`config.mk`:
```
export PLATFORM = sky130hd
export DESIGN_NAME = exc_entry_seq
export DESIGN_NICKNAME = d
export VERILOG_FILES = /design/src/rtl/exc_pkg.sv /design/src/rtl/exc_seq_ctrl.sv /design/src/rtl/exc_ctx_update.sv /design/src/rtl/exc_push_port.sv /design/src/rtl/exc_entry_seq.sv
export SDC_FILE = /design/constraint.sdc
export NUM_CORES = 1
export LEC_CHECK = 0
export BUFFER_PORTS_ARGS = -buffer_cell sky130_fd_sc_hd__buf_4
export CAP_MARGIN = 10
export CORE_UTILIZATION = 40
export CTS_CLUSTER_DIAMETER = 150
export DETAILED_ROUTE_END_ITERATION = 12
export PLACE_DENSITY = 0.76
export SLEW_MARGIN = 10
export SYNTH_ARGS = -nofsm -noshare
export SYNTH_HDL_FRONTEND = slang
export SYNTH_SLANG_ARGS = --single-unit
```
`constraint.sdc`:
```
create_clock -name clk -period 2.3 [get_ports clk]
set_input_delay 0.46 -clock clk [delete_from_list [all_inputs] [get_ports clk]]
set_output_delay 0.46 -clock clk [all_outputs]
set_load 0.02 [all_outputs]
```
`src/rtl/exc_pkg.sv`:
```
package exc_pkg;

  localparam int CAUSE_W = 2;

  typedef enum logic [1:0] {
    ST_IDLE     = 2'd0,
    ST_PUSH_PC  = 2'd1,
    ST_PUSH_PSW = 2'd2
  } seq_state_t;

  localparam logic [CAUSE_W-1:0] CAUSE_NONE     = 2'd0;
  localparam logic [CAUSE_W-1:0] CAUSE_UNMAPPED = 2'd1;
  localparam logic [CAUSE_W-1:0] CAUSE_MISALIGN = 2'd2;
  localparam logic [CAUSE_W-1:0] CAUSE_BREAK    = 2'd3;

  localparam logic [1:0] SIZE_HALF = 2'b01;
  localparam logic [1:0] SIZE_WORD = 2'b10;

  function automatic logic cause_is_real(input logic [CAUSE_W-1:0] c);
    return c != CAUSE_NONE;
  endfunction

endpackage

```
`src/rtl/exc_seq_ctrl.sv`:
```
module exc_seq_ctrl
  import exc_pkg::*;
(
  input  logic               clk,
  input  logic               rst,
  input  logic               trig_i,
  input  logic [CAUSE_W-1:0] cause_i,
  input  logic               mem_fire_i,
  output logic               start_o,
  output logic               first_fire_o,
  output logic               last_fire_o,
  output logic               nested_o
);

  seq_state_t state_q, state_d;
  logic       real_trig;
  logic       nested_q;

  assign real_trig    = trig_i && cause_is_real(cause_i);
  assign start_o      = real_trig && (state_q == ST_IDLE);
  assign first_fire_o = (state_q == ST_PUSH_PC)  && mem_fire_i;
  assign last_fire_o  = (state_q == ST_PUSH_PSW) && mem_fire_i;

  always_comb begin
    state_d = state_q;
    unique case (state_q)
      ST_IDLE:     if (start_o)      state_d = ST_PUSH_PC;
      ST_PUSH_PC:  if (first_fire_o) state_d = ST_PUSH_PSW;
      ST_PUSH_PSW: if (last_fire_o)  state_d = ST_IDLE;
      default:                       state_d = ST_IDLE;
    endcase
  end

  always_ff @(posedge clk) begin
    if (rst) begin
      state_q  <= ST_IDLE;
      nested_q <= 1'b0;
    end else begin
      state_q  <= state_d;
      nested_q <= real_trig && (state_q != ST_IDLE);
    end
  end

  assign nested_o = nested_q;

  // a nested warning only follows a cycle in which a sequence was running
  assert_nested_needs_busy_R10: assert property (@(posedge clk) disable iff (rst)
    nested_o |-> $past(state_q != ST_IDLE));

  // completion always returns the sequencer to idle
  assert_last_to_idle_R5: assert property (@(posedge clk) disable iff (rst)
    last_fire_o |=> (state_q == ST_IDLE));

endmodule

```
`src/rtl/exc_ctx_update.sv`:
```
module exc_ctx_update
  import exc_pkg::*;
#(
  parameter int          ADDR_W = 32,
  parameter int          PSW_W  = 16,
  parameter int          IE_BIT = 11,
  parameter int          FRAME  = 8,
  parameter logic [31:0] VECTOR = 32'h4000_0008
)(
  input  logic               clk,
  input  logic               rst,
  input  logic               start_i,
  input  logic               last_fire_i,
  input  logic [CAUSE_W-1:0] cause_i,
  input  logic [ADDR_W-1:0]  sp_i,
  input  logic [PSW_W-1:0]   psw_i,
  output logic [ADDR_W-1:0]  sp_cap_o,
  output logic [PSW_W-1:0]   psw_cap_o,
  output logic [ADDR_W-1:0]  new_sp_o,
  output logic [PSW_W-1:0]   new_psw_o,
  output logic [ADDR_W-1:0]  new_pc_o,
  output logic               done_o,
  output logic [CAUSE_W-1:0] cause_o
);

  localparam logic [ADDR_W-1:0] FRAME_BYTES = ADDR_W'(FRAME);
  localparam logic [PSW_W-1:0]  IE_MASK     = PSW_W'(1) << IE_BIT;

  logic [ADDR_W-1:0]  sp_q;
  logic [PSW_W-1:0]   psw_q;
  logic [CAUSE_W-1:0] cause_q;
  logic [ADDR_W-1:0]  nsp_q, npc_q;
  logic [PSW_W-1:0]   npsw_q;
  logic               done_q;

  always_ff @(posedge clk) begin
    if (rst) begin
      sp_q    <= '0;
      psw_q   <= '0;
      cause_q <= CAUSE_NONE;
    end else if (start_i) begin
      sp_q    <= sp_i;
      psw_q   <= psw_i;
      cause_q <= cause_i;
    end
  end

  always_ff @(posedge clk) begin
    if (rst) begin
      nsp_q  <= '0;
      npsw_q <= '0;
      npc_q  <= '0;
      done_q <= 1'b0;
    end else begin
      done_q <= last_fire_i;
      if (last_fire_i) begin
        nsp_q  <= sp_q - FRAME_BYTES;
        npsw_q <= psw_q & ~IE_MASK;
        npc_q  <= VECTOR[ADDR_W-1:0];
      end
    end
  end

  assign sp_cap_o  = sp_q;
  assign psw_cap_o = psw_q;
  assign new_sp_o  = nsp_q;
  assign new_psw_o = npsw_q;
  assign new_pc_o  = npc_q;
  assign done_o    = done_q;
  assign cause_o   = cause_q;

  // done is a single-cycle pulse
  assert_done_single_R5: assert property (@(posedge clk) disable iff (rst)
    done_o |=> !done_o);

  // interrupts are masked on every completion
  assert_ie_masked_R6: assert property (@(posedge clk) disable iff (rst)
    done_o |-> !new_psw_o[IE_BIT]);

  // results hold between completions
  assert_results_hold_R11: assert property (@(posedge clk) disable iff (rst)
    !done_o && !$past(rst) |-> $stable(new_sp_o) && $stable(new_pc_o) && $stable(new_psw_o));

endmodule

```
`src/rtl/exc_push_port.sv`:
```
module exc_push_port
  import exc_pkg::*;
#(
  parameter int ADDR_W = 32,
  parameter int DATA_W = 32,
  parameter int PSW_W  = 16
)(
  input  logic                clk,
  input  logic                rst,
  input  logic                start_i,
  input  logic                first_fire_i,
  input  logic                last_fire_i,
  input  logic [ADDR_W-1:0]   sp_live_i,
  input  logic [DATA_W-1:0]   pc_live_i,
  input  logic [ADDR_W-1:0]   sp_cap_i,
  input  logic [PSW_W-1:0]    psw_cap_i,
  input  logic                mem_ready_i,
  output logic                mem_fire_o,
  output logic                mem_valid_o,
  output logic [ADDR_W-1:0]   mem_addr_o,
  output logic [DATA_W-1:0]   mem_wdata_o,
  output logic [DATA_W/8-1:0] mem_be_o,
  output logic [1:0]          mem_size_o
);

  localparam int BE_W      = DATA_W / 8;
  localparam int HALF_LANE = PSW_W / 8;
  localparam logic [ADDR_W-1:0] WORD_OFS = ADDR_W'(4);
  localparam logic [ADDR_W-1:0] HALF_OFS = ADDR_W'(8);

  logic [BE_W-1:0] word_be, half_be;

  for (genvar g = 0; g < BE_W; g++) begin : g_lane
    assign word_be[g] = 1'b1;
    assign half_be[g] = (g < HALF_LANE);
  end

  logic              valid_q;
  logic [ADDR_W-1:0] addr_q;
  logic [DATA_W-1:0] data_q;
  logic [BE_W-1:0]   be_q;
  logic [1:0]        size_q;

  always_ff @(posedge clk) begin
    if (rst) begin
      valid_q <= 1'b0;
      addr_q  <= '0;
      data_q  <= '0;
      be_q    <= '0;
      size_q  <= '0;
    end else if (start_i) begin
      valid_q <= 1'b1;
      addr_q  <= sp_live_i - WORD_OFS;
      data_q  <= pc_live_i;
      be_q    <= word_be;
      size_q  <= SIZE_WORD;
    end else if (first_fire_i) begin
      valid_q <= 1'b1;
      addr_q  <= sp_cap_i - HALF_OFS;
      data_q  <= DATA_W'(psw_cap_i);
      be_q    <= half_be;
      size_q  <= SIZE_HALF;
    end else if (last_fire_i) begin
      valid_q <= 1'b0;
    end
  end

  assign mem_valid_o = valid_q;
  assign mem_addr_o  = addr_q;
  assign mem_wdata_o = data_q;
  assign mem_be_o    = be_q;
  assign mem_size_o  = size_q;
  assign mem_fire_o  = valid_q && mem_ready_i;

  // a stalled store keeps every field
  assert_hold_on_stall_R4: assert property (@(posedge clk) disable iff (rst)
    mem_valid_o && !mem_ready_i |=> mem_valid_o && $stable(mem_addr_o)
      && $stable(mem_wdata_o) && $stable(mem_be_o));

  // a fresh request always opens with the word store
  assert_word_first_R2: assert property (@(posedge clk) disable iff (rst)
    $rose(mem_valid_o) |-> mem_size_o == SIZE_WORD);

  // the half-word store follows the accepted word store
  assert_half_after_word_R3: assert property (@(posedge clk) disable iff (rst)
    mem_valid_o && mem_ready_i && mem_size_o == SIZE_WORD |=> mem_valid_o && mem_size_o == SIZE_HALF);

endmodule

```
`src/rtl/exc_entry_seq.sv`:
```
module exc_entry_seq
  import exc_pkg::*;
#(
  parameter int          ADDR_W = 32,
  parameter int          DATA_W = 32,
  parameter int          PSW_W  = 16,
  parameter int          IE_BIT = 11,
  parameter logic [31:0] VECTOR = 32'h4000_0008
)(
  input  logic                clk,
  input  logic                rst,
  input  logic                trig_i,
  input  logic [1:0]          trig_cause_i,
  input  logic [ADDR_W-1:0]   cur_pc_i,
  input  logic [ADDR_W-1:0]   cur_sp_i,
  input  logic [PSW_W-1:0]    cur_psw_i,
  output logic                mem_valid_o,
  input  logic                mem_ready_i,
  output logic [ADDR_W-1:0]   mem_addr_o,
  output logic [DATA_W-1:0]   mem_wdata_o,
  output logic [DATA_W/8-1:0] mem_be_o,
  output logic [1:0]          mem_size_o,
  output logic [ADDR_W-1:0]   new_sp_o,
  output logic [PSW_W-1:0]    new_psw_o,
  output logic [ADDR_W-1:0]   new_pc_o,
  output logic                done_o,
  output logic [1:0]          cause_o,
  output logic                nested_o
);

  localparam int FRAME = 8;

  logic              start, first_fire, last_fire, mem_fire;
  logic [ADDR_W-1:0] sp_cap;
  logic [PSW_W-1:0]  psw_cap;

  exc_seq_ctrl u_ctrl (
    .clk          (clk),
    .rst          (rst),
    .trig_i       (trig_i),
    .cause_i      (trig_cause_i),
    .mem_fire_i   (mem_fire),
    .start_o      (start),
    .first_fire_o (first_fire),
    .last_fire_o  (last_fire),
    .nested_o     (nested_o)
  );

  exc_ctx_update #(
    .ADDR_W (ADDR_W),
    .PSW_W  (PSW_W),
    .IE_BIT (IE_BIT),
    .FRAME  (FRAME),
    .VECTOR (VECTOR)
  ) u_ctx (
    .clk         (clk),
    .rst         (rst),
    .start_i     (start),
    .last_fire_i (last_fire),
    .cause_i     (trig_cause_i),
    .sp_i        (cur_sp_i),
    .psw_i       (cur_psw_i),
    .sp_cap_o    (sp_cap),
    .psw_cap_o   (psw_cap),
    .new_sp_o    (new_sp_o),
    .new_psw_o   (new_psw_o),
    .new_pc_o    (new_pc_o),
    .done_o      (done_o),
    .cause_o     (cause_o)
  );

  exc_push_port #(
    .ADDR_W (ADDR_W),
    .DATA_W (DATA_W),
    .PSW_W  (PSW_W)
  ) u_port (
    .clk          (clk),
    .rst          (rst),
    .start_i      (start),
    .first_fire_i (first_fire),
    .last_fire_i  (last_fire),
    .sp_live_i    (cur_sp_i),
    .pc_live_i    (cur_pc_i),
    .sp_cap_i     (sp_cap),
    .psw_cap_i    (psw_cap),
    .mem_ready_i  (mem_ready_i),
    .mem_fire_o   (mem_fire),
    .mem_valid_o  (mem_valid_o),
    .mem_addr_o   (mem_addr_o),
    .mem_wdata_o  (mem_wdata_o),
    .mem_be_o     (mem_be_o),
    .mem_size_o   (mem_size_o)
  );

  // completion is reported exactly one cycle after the half-word handshake
  assert_done_after_half_R5: assert property (@(posedge clk) disable iff (rst)
    done_o |-> $past(mem_valid_o && mem_ready_i && mem_size_o == SIZE_HALF) && !mem_valid_o);

  // the fetch redirect always lands on the vector
  assert_vector_R7: assert property (@(posedge clk) disable iff (rst)
    done_o |-> new_pc_o == VECTOR[ADDR_W-1:0]);

endmodule

```
==> metrics <==
status finished, final reports clean; Resize count post-CTS 0; Synth Register Bits 170; met3 usage 5.85%; Total Die Area 19,600 um^2; clock tree root driver cell clkbuf_16; dpl cell area 9430 um^2; average wire per standard cell 16.7 um; CP peak stage delay 390 ps; Cell Count, Final, Fillers Out 1,399; FF-to-FF End u_port.mem_addr_o[23]$_SDFFE_PP0P_; DRC viols 0; initial DRC count 574; Reg2Reg Setup Slack 180 ps; CTS Buf Count 17; VDD IR max 0.501 mV; Psw 2.14 mW; multiplexer area fraction after synthesis 0.395%; critical path cell sequence inv_1 -> ha_1 -> nor2b_1 -> nand3_1 -> nor3_1 -> xnor2_1 -> a2111oi_0; RSZ-0062 raised after global routing no; cell family with most CP delay simple AND/OR/NAND/NOR gates; Post-Syn Area 7600 um^2; crit path DAT 2430 ps; Bufs and invs on worst path 1; CTS tree done; routed wire length 23,400 um; Post-Synth Adder-Cell Area 0.329%; Worst setup startpoint u_ctx.sp_cap_o[3]$_SDFFE_PP0N_; fin crit period 2120 ps; final net count 1,240; port bufs 209; Die H 140 um; worst r2r path cells 7; Worst setup EP type flop; pre-CTS setup slack -75.0 ps; largest net degree at the start of global routing 81; Yosys cell types 58; register area share after synthesis 44.8%; ANT cells 0; Top Ports 241; ys async rst share 0%; detailed placement HPWL 16,400 um; CP max stage cell dfxtp_1; Clk pwr share 41.2%; clock skew 8.38 ps; Internal 5.71 mW; Die Wd 140 um; largest family of logic cells by synthesized area simple AND/OR/NAND/NOR gates; compound-gate portion of the synthesized area 16.9%; htree depth 4; dpl cells 1,367; max cap viols 0; cells after synthesis 960; initial antenna violation count 0; yosys warns 0; commonest non-fill, non-tap cell in the layout buf_4; Hold Crit Class in2reg; CP required 2610 ps; Setup crit end u_port.mem_addr_o[23]$_SDFFE_PP0P_; kind of critical path reg2reg; Core ar. 18,600 um^2; Worst Path Max Fanout 7; Post-Synth Simple-Gate Area 25.4%; CTS Sinks 170; GR Util met1 29.5%; M2 GR Usage 39.1%; period utilization 92.2%; Static Leakage 4.08 nW; Clock Tree Buf Depth 2; WP depth 7; Cell Rows 50; f_max 472 MHz; synthesized area per cell 7.92 um^2; setup TNS 0 ps; Via-to-Cell Ratio 5.37; initial core utilization 40.8%; # Post-CTS Setup Buffers 0; commonest non-fill, non-tap cells in the layout 240 x buf_4, 220 x nand2_1, 170 x dfxtp_1, 107 x a21oi_1, 71 x nor2_1; Worst Setup Start Kind flop; Clock transition at path regs 70 ps; Final Wtd Congestion 0.951; clock latency at the later pin of the worst-skew pair 420 ps; DR pass1 iterations 5; share of cells above drive strength 1 25.2%; Worst slew margin 54.6%; sequential share of power 41.2%; EDFF count, synth 0; Worst Slack Setup Final 180 ps; Final Instance Area 10,100 um^2; Comb pwr share 17.6%; Setup violations, final 0; PD cells 777 nW/um^2; routed vias 7,518; hold_buf cts 0; final slew viol count 0; sw frac 27.3%; vias in the first global route 6,985; antenna-violating nets left 0; Main synth FF type dfxtp_1; Fin. Hold Viols 0; area delta synth->final 32.9%; worst-margin pin slew 679 ps; grt total ovfl 0; first-pass GRT wire length 36,600 um; XOR/XNOR Fraction of Synth Area 4.84%; GRT busiest layer met2; R2R Path Start u_ctx.sp_cap_o[3]$_SDFFE_PP0N_; total track usage 23.8%
-- state kept, by name (all words and copies together) (netlist names), 2 cells and up --
register / cells
u_ctx.new_psw_o: 15
u_port.mem_be_o: 2
u_ctx.sp_cap_o: 32
u_ctx.psw_cap_o: 16
u_ctx.cause_o: 2
u_port.mem_wdata_o: 32
u_ctx.new_sp_o: 32
u_port.mem_addr_o: 32
u_ctrl.state_q: 2
-- worst min path at each step --
stage | startpoint | end | slack, ps | cells after the start
global placement | u_ctx.psw_cap_o[11]$_SDFFE_PP0N_ | u_ctx.psw_cap_o[11]$_SDFFE_PP0N_ | 440 | 2
global route | cur_pc_i[21] | u_port.mem_wdata_o[21]$_SDFFE_PP0P_ | 270 | 3
detailed placement | u_ctx.new_psw_o[5]$_SDFFE_PP0P_ | u_ctx.new_psw_o[5]$_SDFFE_PP0P_ | 450 | 2
floorplan | u_ctx.psw_cap_o[11]$_SDFFE_PP0N_ | u_ctx.psw_cap_o[11]$_SDFFE_PP0N_ | 440 | 2
finish | cur_pc_i[25] | u_port.mem_wdata_o[25]$_SDFFE_PP0P_ | 280 | 3
CTS | cur_pc_i[25] | u_port.mem_wdata_o[25]$_SDFFE_PP0P_ | 260 | 3
-- through the flow --
stage | util [%] | hold slack, ps | power, mW
final | 54.2 | 280 | 7.85
after global routing | 54.2 | 266 | 8.17
after detailed placement | 50.6 | 447 | 4.67
after global placement | 50.6 | 442 | 4.65
after CTS | 54.2 | 263 | 7.90
after floorplan | - | 437 | 4.12
-- routing by layer --
metal | share of wire, % | wire length (um)
met1 | 42 | 9780
met3 | 7.6 | 1780
met4 | 2.8 | 660
met2 | 48 | 11200
met5 | 0 | 0
-- final cells by class --
class / instances / area [um^2]
tap: 234 / 293
fill: 1745 / 8540
clock buffer: 22 / 484
sequential: 170 / 3400
multi-input combinational: 707 / 3780
clock inverter: 10 / 188
inverter: 10 / 37.5
timing repair buffer: 246 / 1920
-- synth_stat cells (3+ instances only) --
cell,count,area (um^2)
a2111oi_0,3,26.3
a211oi_1,22,165
a21oi_1,107,536
a221oi_1,3,26.3
a311oi_1,16,140
a31oi_1,4,25.0
and3_1,4,25.0
and4_1,5,43.8
buf_1,9,33.8
buf_4,35,263
clkbuf_1,56,210
dfxtp_1,170,3400
inv_1,10,37.5
mux2i_1,3,30.0
nand2_1,220,826
nand2b_1,3,18.8
nand3_1,30,150
nand4_1,6,37.5
nor2_1,71,267
nor2b_1,3,18.8
nor3_1,35,175
nor3b_1,4,30.0
nor4_1,15,93.8
nor4_2,3,37.5
o21a_1,4,30.0
o21ai_0,21,105
o22ai_1,5,31.3
o31a_1,5,43.8
or3_1,4,25.0
or4_1,6,45.0
xnor2_1,34,298
xor2_1,8,70.1
-- power by group through the flow --
stage	Combinational, mW	Sequential [mW]	Clock (mW)
3_3_place_gp	1.36	3.29	0
2_1_floorplan	0.730	3.39	0
3_5_place_dp	1.37	3.30	0
6_report	1.38	3.23	3.24
4_1_cts	1.38	3.23	3.28
5_1_grt	1.49	3.25	3.42
-- worst min-delay path: cells and delay by family --
kind	cells	cell delay [ps]
buf+inv	1	110
simple gates	1	40
compound gates	1	50
-- kinds of logic after synthesis --
| family | after synthesis |
|---|---|
| compound gates | 207 |
| xor+xnor | 42 |
| fa+ha+maj | 2 |
| buf+inv | 113 |
| flops | 170 |
| mux | 3 |
| other cells | 1 |
| simple gates | 422 |
Power figures use the tool's default switching activity.
